$ cat src/rtl/dcfg_pkg.sv
package dcfg_pkg;

   typedef enum logic [1:0] {
      ACT_HOLD = 2'd0,
      ACT_PAR  = 2'd1,
      ACT_SER  = 2'd2
   } dcfg_act_e;

endpackage

$ cat src/rtl/dcfg_sync.sv
module dcfg_sync #(
   parameter int W      = 1,
   parameter int STAGES = 2
) (
   input  logic         clk,
   input  logic         rst_n,
   input  logic [W-1:0] d,
   output logic [W-1:0] q,
   output logic         primed
);
   localparam int CNT_W = $clog2(STAGES + 2);
   localparam logic [CNT_W-1:0] PRIME_CNT = CNT_W'(STAGES + 1);

   logic [CNT_W-1:0] cnt;

   generate
      if (W < 1) begin : g_bad_w
         $error("dcfg_sync: W must be at least 1");
      end
      if (STAGES < 0) begin : g_bad_stages
         $error("dcfg_sync: STAGES must not be negative");
      end

      if (STAGES == 0) begin : g_bypass
         assign q = d;
      end else begin : g_chain
         logic [W-1:0] stg [STAGES];
         always_ff @(posedge clk or negedge rst_n) begin
            if (!rst_n) begin
               for (int i = 0; i < STAGES; i++) stg[i] <= '0;
            end else begin
               stg[0] <= d;
               for (int i = 1; i < STAGES; i++) stg[i] <= stg[i-1];
            end
         end
         assign q = stg[STAGES-1];
      end
   endgenerate

   always_ff @(posedge clk or negedge rst_n) begin
      if (!rst_n)                cnt <= '0;
      else if (cnt != PRIME_CNT) cnt <= cnt + 1'b1;
   end

   assign primed = (cnt == PRIME_CNT);

endmodule

$ cat src/rtl/dcfg_edge.sv
module dcfg_edge #(
   parameter int W = 1
) (
   input  logic         clk,
   input  logic         rst_n,
   input  logic [W-1:0] cur,
   output logic [W-1:0] rise
);
   logic [W-1:0] prev;

   generate
      if (W < 1) begin : g_bad_w
         $error("dcfg_edge: W must be at least 1");
      end
   endgenerate

   always_ff @(posedge clk or negedge rst_n) begin
      if (!rst_n) prev <= '0;
      else        prev <= cur;
   end

   assign rise = cur & ~prev;

endmodule

$ cat src/rtl/dcfg_shift.sv
module dcfg_shift #(
   parameter int M_W    = 9,
   parameter int N_W    = 2,
   parameter int T_W    = 2,
   parameter int PAD_W  = 1
) (
   input  logic           clk,
   input  logic           rst_n,
   input  logic           en,
   input  logic           din,
   output logic [M_W-1:0] m_nx,
   output logic [N_W-1:0] n_nx,
   output logic [T_W-1:0] t_nx
);
   localparam int FRAME_W = T_W + PAD_W + N_W + M_W;
   localparam int M_LSB   = 0;
   localparam int N_LSB   = M_W;
   localparam int T_LSB   = M_W + N_W + PAD_W;

   logic [FRAME_W-1:0] sr;
   logic [FRAME_W-1:0] sr_nx;

   generate
      if (FRAME_W < 2) begin : g_bad_frame
         $error("dcfg_shift: frame must hold at least two bits");
      end
   endgenerate

   assign sr_nx = en ? {sr[FRAME_W-2:0], din} : sr;

   always_ff @(posedge clk or negedge rst_n) begin
      if (!rst_n) sr <= '0;
      else        sr <= sr_nx;
   end

   assign m_nx = sr_nx[M_LSB +: M_W];
   assign n_nx = sr_nx[N_LSB +: N_W];
   assign t_nx = sr_nx[T_LSB +: T_W];

endmodule

$ cat src/rtl/dcfg_regs.sv
module dcfg_regs
   import dcfg_pkg::*;
#(
   parameter int M_W = 9,
   parameter int N_W = 2,
   parameter int T_W = 2
) (
   input  logic           clk,
   input  dcfg_act_e      act,
   input  logic [M_W-1:0] par_m,
   input  logic [N_W-1:0] par_n,
   input  logic [M_W-1:0] ser_m,
   input  logic [N_W-1:0] ser_n,
   input  logic [T_W-1:0] ser_t,
   output logic [M_W-1:0] m_q,
   output logic [N_W-1:0] n_q,
   output logic [T_W-1:0] t_q,
   output logic           ser_q
);
   always_ff @(posedge clk) begin
      unique case (act)
         ACT_PAR: begin
            m_q   <= par_m;
            n_q   <= par_n;
            t_q   <= '0;
            ser_q <= 1'b0;
         end
         ACT_SER: begin
            m_q   <= ser_m;
            n_q   <= ser_n;
            t_q   <= ser_t;
            ser_q <= 1'b1;
         end
         default: ;
      endcase
   end

endmodule

$ cat src/rtl/dcfg_loader.sv
module dcfg_loader
   import dcfg_pkg::*;
#(
   parameter int M_W         = 9,
   parameter int N_W         = 2,
   parameter int T_W         = 2,
   parameter int PAD_W       = 1,
   parameter int SYNC_STAGES = 2
) (
   input  logic           clk,
   input  logic           rst_n,
   input  logic           par_load_n_i,
   input  logic [M_W-1:0] par_m_i,
   input  logic [N_W-1:0] par_n_i,
   input  logic           ser_clk_i,
   input  logic           ser_data_i,
   input  logic           ser_load_i,
   output logic [M_W-1:0] m_o,
   output logic [N_W-1:0] n_o,
   output logic [T_W-1:0] t_o,
   output logic           ser_mode_o
);
   localparam int SYNC_W = 4 + N_W + M_W;
   localparam int EDGE_W = 3;

   generate
      if (M_W < 1 || N_W < 1 || T_W < 1) begin : g_bad_fields
         $error("dcfg_loader: field widths must be at least 1");
      end
      if (PAD_W < 0) begin : g_bad_pad
         $error("dcfg_loader: PAD_W must not be negative");
      end
   endgenerate

   logic [SYNC_W-1:0] raw;
   logic [SYNC_W-1:0] smp;
   logic              sync_ok;
   logic              pl_s, sl_s, sck_s, sd_s;
   logic [N_W-1:0]    n_s;
   logic [M_W-1:0]    m_s;
   logic [EDGE_W-1:0] rises;
   logic              pl_rise, sl_rise, sck_rise;
   logic              shift_en;
   dcfg_act_e         act;
   logic [M_W-1:0]    ser_m;
   logic [N_W-1:0]    ser_n;
   logic [T_W-1:0]    ser_t;

   assign raw = {par_load_n_i, ser_load_i, ser_clk_i, ser_data_i, par_n_i, par_m_i};

   dcfg_sync #(.W(SYNC_W), .STAGES(SYNC_STAGES)) u_sync (
      .clk    (clk),
      .rst_n  (rst_n),
      .d      (raw),
      .q      (smp),
      .primed (sync_ok)
   );

   assign {pl_s, sl_s, sck_s, sd_s, n_s, m_s} = smp;

   dcfg_edge #(.W(EDGE_W)) u_edge (
      .clk   (clk),
      .rst_n (rst_n),
      .cur   ({pl_s, sl_s, sck_s}),
      .rise  (rises)
   );

   assign {pl_rise, sl_rise, sck_rise} = rises;

   assign shift_en = sync_ok && pl_s && sck_rise;

   always_comb begin
      act = ACT_HOLD;
      if (sync_ok) begin
         if (!pl_s || pl_rise)                 act = ACT_PAR;
         else if (sl_rise || (sl_s && sck_rise)) act = ACT_SER;
      end
   end

   dcfg_shift #(.M_W(M_W), .N_W(N_W), .T_W(T_W), .PAD_W(PAD_W)) u_shift (
      .clk   (clk),
      .rst_n (rst_n),
      .en    (shift_en),
      .din   (sd_s),
      .m_nx  (ser_m),
      .n_nx  (ser_n),
      .t_nx  (ser_t)
   );

   dcfg_regs #(.M_W(M_W), .N_W(N_W), .T_W(T_W)) u_regs (
      .clk   (clk),
      .act   (act),
      .par_m (m_s),
      .par_n (n_s),
      .ser_m (ser_m),
      .ser_n (ser_n),
      .ser_t (ser_t),
      .m_q   (m_o),
      .n_q   (n_o),
      .t_q   (t_o),
      .ser_q (ser_mode_o)
   );

endmodule

$ cat config.mk
export PLATFORM = sky130hd
export DESIGN_NAME = dcfg_loader
export DESIGN_NICKNAME = d
export VERILOG_FILES = /design/src/rtl/dcfg_pkg.sv /design/src/rtl/dcfg_sync.sv /design/src/rtl/dcfg_edge.sv /design/src/rtl/dcfg_shift.sv /design/src/rtl/dcfg_regs.sv /design/src/rtl/dcfg_loader.sv
export SDC_FILE = /design/constraint.sdc
export NUM_CORES = 1
export LEC_CHECK = 0
export BUFFER_PORTS_ARGS = -buffer_cell sky130_fd_sc_hd__buf_2
export CAP_MARGIN = 10
export CORE_MARGIN = 4
export CORE_UTILIZATION = 49
export CTS_CLUSTER_DIAMETER = 200
export DETAILED_ROUTE_END_ITERATION = 6
export GPL_ROUTABILITY_DRIVEN = 1
export HOLD_SLACK_MARGIN = 0.02
export PLACE_DENSITY_LB_ADDON = 0.25
export SLEW_MARGIN = 20
export SYNTH_ARGS = -nofsm -noshare
export SYNTH_HDL_FRONTEND = slang
export SYNTH_SLANG_ARGS = --single-unit
$ cat constraint.sdc
create_clock -name clk -period 2.08 [get_ports clk]
set_input_delay 0 -clock clk [delete_from_list [all_inputs] [get_ports clk]]
set_output_delay 0 -clock clk [all_outputs]
set_load 0.03 [all_outputs]
-- After elaboration in Yosys (flattened, before gate mapping)
Cells that the tools add are included.
- flip-flop bits (word level): 63
- bits in latches: 0
- RAM bits: 0
- ROM bits: 0
- input port bits: 17
- output and inout bits: 14
- word-level logic and storage cells: 32
- memories: 0
- add/sub/neg operators: 1
- multipliers: 0
- divide/modulo/power cells: 0
- magnitude comparators: 0
- equality and inequality tests: 4
- shifts and indexed selects: 0
- mux-type cells: 8
- bitwise logic cells: 2
- reduce and logical (&&, ||, !) cells: 7
- operators with widths (operator ; count):
    $pmux 9 s2 ; 1
    $mux 14 ; 1
    $pmux 2 s2 ; 2
    $mux 2 ; 3
    $eq 2x2->1 const B ; 2
    $and 3x3->3 ; 1
    $logic_and 1x1->1 ; 3
    $not 3->3 ; 1
    $add 2x1->2 const B ; 1
    $eq 2x1->1 const B ; 1
    $logic_or 1x1->1 ; 2
    $ne 2x2->1 const B ; 1
    $pmux 1 s2 ; 1
    $reduce_bool 2->1 ; 1
    $logic_not 1->1 ; 1

-- Logic depth before layout (Yosys ltp)
- depth after elaboration: 9
- mapped depth: 6
- gate-level depth less buffers: 5

-- Modules after synthesis
Synthesis repeated with hierarchy kept, for this count alone.
- cell total of the unflattened synthesis: 123
- area, all modules: 2272.2 um2
- by module, submodules not included (module ; instances ; cells an instance ; area each (um2) ; seq. area each (um2)):
    dcfg_sync ; 1 ; 51 ; 962.2 ; 800.8
    dcfg_regs ; 1 ; 32 ; 638.1 ; 420.4
    dcfg_shift ; 1 ; 29 ; 519.2 ; 350.3
    dcfg_edge ; 1 ; 6 ; 116.4 ; 75.1
    dcfg_loader ; 1 ; 5 ; 36.3 ; 0.0

-- Worst setup path before layout
Ideal clock, no wire load.
- path type: register to register
- start point: reg u_sync.cnt[0]
- end point: reg u_regs.m_q[0] (data pin)
- library setup time: 0.260 ns
- arrival time: 1.811 ns
- required time: 1.820 ns
- setup slack: 0.009 ns
- cell stages (with the launch flop): 7
- buffers on the path: 1
- period minus slack after synthesis: 2.071 ns
- path through: dfrtp_1 -> ha_1 -> nand4_1 -> a21oi_1 -> ha_1 -> buf_1 -> mux2_2
- word-level cells in the longest chain between the ends: 5
- elaborated cells between the ends (all ways): 8
- classes of those cells: 3 x eq/ne; 3 x mux; 2 x reduce/logical
- ends and longest elaborated chain (element ; line ; source):
    start: declaration ; dcfg_sync.sv:14 ; logic [CNT_W-1:0] cnt;
    start signal: assignment ; dcfg_sync.sv:42 ; else if (cnt != PRIME_CNT) cnt <= cnt + 1'b1;
    $eq 2x2->1 * ; dcfg_sync.sv:45 ; assign primed = (cnt == PRIME_CNT);
    $logic_and 1x1->1 (2 in series) ; dcfg_loader.sv:70 ; assign shift_en = sync_ok && pl_s && sck_rise;
    $mux 14 ; dcfg_shift.sv:29 ; assign sr_nx = en ? {sr[FRAME_W-2:0], din} : sr;
    $pmux 9 s2 * ; dcfg_regs.sv:21 ; unique case (act)
    end signal: assignment ; dcfg_regs.sv:23 ; m_q <= par_m;
    end signal: assignment ; dcfg_regs.sv:29 ; m_q <= ser_m;
    end: declaration ; dcfg_regs.sv:15 ; output logic [M_W-1:0] m_q,
Every way passes the cells marked *; elsewhere a longest branch is shown, timed or not.
A chain may end at the register's enable or synchronous reset.

-- Worst setup path after layout
Ends and elaborated chain as after synthesis.

==> impl_metrics.json <==
{
  "status": "finished, final reports clean",
  "report.final.hold_viol_count": 0,
  "final.fill_count": 294,
  "grt_setup_unrepaired": "false",
  "cts_buffer_depth": 2,
  "number_of_global_route_vias_before_repair": 1169,
  "synth_seq_cells": 63,
  "num-nets-final": 184,
  "cp_num_buf_inv": 1,
  "postLayoutSetupSlackWorst_ns": 0.143,
  "layout_worst_path_cycle_share_pct": 93.1,
  "boundaryPins": 31,
  "power.density_cell_area_mw_per_mm2": 967,
  "clk_latency_ns": 0.33,
  "synth_compound_area_share_pct": 0.239,
  "yosys.area_share.simple_pct": 2.69,
  "synth_fp_nets": 124,
  "setup_total_negative_slack_ns": 0,
  "mean_instance_size_in_the_synthesized_netlist_um2": 20.1,
  "global_route.usage.total_pct": 15.1,
  "syn_to_final_growth_pct": 26.6,
  "antenna_cells": 0,
  "grt_pass1_wl_um": 5710,
  "clk_pin_slew_worst_paths_ns": 0.06,
  "worst_setup_path_end_kind": "flip-flop",
  "dr_total_vias": 1027,
  "worst_supply_voltage_drop_on_vdd_mv": 0.480,
  "die_area_mm2": 0.00538,
  "timing.critical_path.cells": "ha_2 -> nand4_1 -> a21oi_1 -> ha_1 -> buf_4 -> mux2_2",
  "final_routed_wirelength_um": 3260,
  "max-slew-margin-rel_pct": 67.8,
  "place.detailed.hpwl_um": 2110,
  "globalRoute.totalOverflow": 0,
  "cp_top_delay_family": "adder cells",
  "cp-start-kind": "flip-flop",
  "cts_tree": "built",
  "cts_made_buffers": 9,
  "timing.setup.critical_path_class": "reg2reg",
  "netlist_top_cells_area": "sky130_fd_sc_hd__dfrtp_1 (59%), sky130_fd_sc_hd__edfxtp_1 (20%), sky130_fd_sc_hd__mux2_2 (10%), sky130_fd_sc_hd__mux2_4 (5.0%), sky130_fd_sc_hd__ha_1 (1.8%)",
  "setup_viol_count_final": 0,
  "share_of_synthesized_area_spent_on_multiplexers_pct": 15.3,
  "tightestPinTransition_ns": 0.483,
  "drt_drc_violations_left": 0,
  "worstPathRequired_ns": 2.16,
  "number_of_antenna_violations_at_the_first_check_in_global_routing": 0,
  "die_span_x_um": 73.3,
  "synth.distinct_cells": 15,
  "finalCriticalPeriod_ns": 1.94,
  "cell_type_contributing_the_most_total_cell_area_after_synthesis": "sky130_fd_sc_hd__dfrtp_1",
  "post_synth_xor_area_fraction_pct": 0.419,
  "cts_max_level": 3,
  "crit_slowest_cell": "sky130_fd_sc_hd__dfrtp_1",
  "firstDrtPassIters": 4,
  "worst-path-max-fanout": 13,
  "synth_top_family_by_area": "multiplexers",
  "num_rows": 23,
  "antenna_violating_nets_post_route": 0,
  "gpl.final_weighted_congestion": 0.682,
  "drtIter0Drc": 30,
  "cellLeakagePower_nw": 1.23,
  "detailedPlace.worstSlack_ns": 0.0916,
  "yosys.area_share.adder_pct": 1.79,
  "synth.yosys.warnings": 0,
  "cts_num_sinks": 63,
  "max_clock_freq_mhz": 516,
  "core_area_mm2": 0.00406,
  "post-layout-total-power_mw": 2.56,
  "cp_slowest_stage_delay_ns": 0.38,
  "initial_core_util_pct": 51.6,
  "max_cap_violations": 0,
  "ctsRootBufferMaster": "sky130_fd_sc_hd__clkbuf_8",
  "layout-drive-gt1-share_pct": 45.0,
  "synth_largest_type_area_fraction_pct": 58.6,
  "route.detailed.vias_per_inst": 4.69,
  "ys_seq_area_share_pct": 78.7,
  "timing.final.max_slew_violations": 0,
  "synth_area_mm2": 0.00209,
  "hp-class": "in2async",
  "largest_net_degree_at_the_start_of_global_routing": 23,
  "worstPathArrival_ns": 2.01,
  "wl_per_cell_um": 14.9,
  "die_height_um": 73.3,
  "place.port_buffers": 30,
  "syn_inst": 104,
  "finalClockSkew_ns": 0.00898
}
-- routing by layer --
metal / vias up / track usage, % / wire, µm
li1: 487 / - / -
met1: 505 / 17.6 / 1340
met2: 31 / 22.4 / 1640
met3: 4 / 9.71 / 244
met4: 0 / 6.04 / 25
met5: - / 0 / 0
-- flip-flops by register name, indices dropped and copies added, names as in the netlist --
signal	count
u_sync.g_chain.stg	15
u_sync.q	15
u_shift.sr	14
u_regs.m_q	9
u_edge.prev	3
u_regs.n_q	2
u_regs.t_q	2
u_sync.cnt	2
u_regs.ser_q	1
-- path summary, 6_finish.rpt --
check	cells past startpoint	slack [ns]	endpoint	startpoint
setup reg to reg	6	0.14	u_regs.m_q[0]	u_sync.cnt[0]
hold reg to reg	0	0.35	u_sync.q[11]	u_sync.g_chain.stg[26]
hold / removal	2	0.17	u_edge.prev[1]	rst_n
setup / recovery	6	0.14	u_regs.m_q[0]	u_sync.cnt[0]
min in group clk	2	0.31	u_sync.g_chain.stg[19]	par_m_i[4]
max in group asynchronous	3	1.28	u_shift.sr[10]	rst_n
-- synthesized netlist by cell type (all sizes together) --
master,number
a21oi,1
and2,2
buf,2
dfrtp,49
edfxtp,14
ha,3
inv,1
mux2,26
nand2,2
nand2b,1
nand4,1
nand4b,1
xnor2,1
-- area by class of cell --
type	count	area [µm²]	area share, %
Clock buffer	12	135	5.10
Clock inverter	4	23.8	0.897
Inverter	1	3.75	0.142
Multi-Input combinational cell	38	429	16.2
Sequential cell	63	1650	62.2
Tap cell	50	62.6	2.36
Timing Repair Buffer	51	348	13.1
-- report_power, final --
part	switching, mW	internal, mW
sequential	0.0530	1.39
combinational	0.131	0.138
clock	0.422	0.429
-- stage by stage --
| step | instance area [µm²] | instances | hold WS, ns | util (%) |
|---|---|---|---|---|
| 6_report | 2650 | 219 | 0.174 | 65.3 |
| 5_1_grt | 2650 | 219 | 0.204 | 65.3 |
| 4_1_cts | 2650 | 219 | 0.166 | 65.2 |
| 3_5_place_dp | 2330 | 187 | -0.0160 | 57.4 |
| 3_3_place_gp | 2330 | 187 | -0.0315 | 57.4 |
| 2_1_floorplan | 2090 | 104 | -0.296 | - |
-- what timing repair did --
item                                   in CTS  in global routing
setup buffers                               0                  0
endpoints found under the hold margin      35                  0
resized for setup                           0                  1
hold buffers                               16                  0
setup endpoints to repair                   0                 11
-- placed cells by master, fill, tap and decap left out, types with 2 or more instances in the layout --
| cell | instances |
|---|---|
| sky130_fd_sc_hd__mux2_2 | 19 |
| sky130_fd_sc_hd__clkinv_2 | 3 |
| sky130_fd_sc_hd__buf_4 | 5 |
| sky130_fd_sc_hd__ha_1 | 2 |
| sky130_fd_sc_hd__buf_2 | 30 |
| sky130_fd_sc_hd__and2_1 | 2 |
| sky130_fd_sc_hd__dfrtp_1 | 49 |
| sky130_fd_sc_hd__edfxtp_1 | 14 |
| sky130_fd_sc_hd__mux2_4 | 7 |
| sky130_fd_sc_hd__clkbuf_1 | 3 |
| sky130_fd_sc_hd__nand2_1 | 2 |
| sky130_fd_sc_hd__dlygate4sd3_1 | 16 |
| sky130_fd_sc_hd__clkbuf_8 | 9 |
-- cell families (layout without fill, tap and decap cells) --
kind of cell	after synthesis	after routing
adder cells (fa/ha/maj)	3	3
multiplexers	26	26
XOR/XNOR	1	1
AND/OR/NAND/NOR	7	7
buffers and inverters	3	68
flip-flops	63	63
AO/OA/AOI/OAI	1	1
Note: power is estimated with default switching activity, not from simulation.
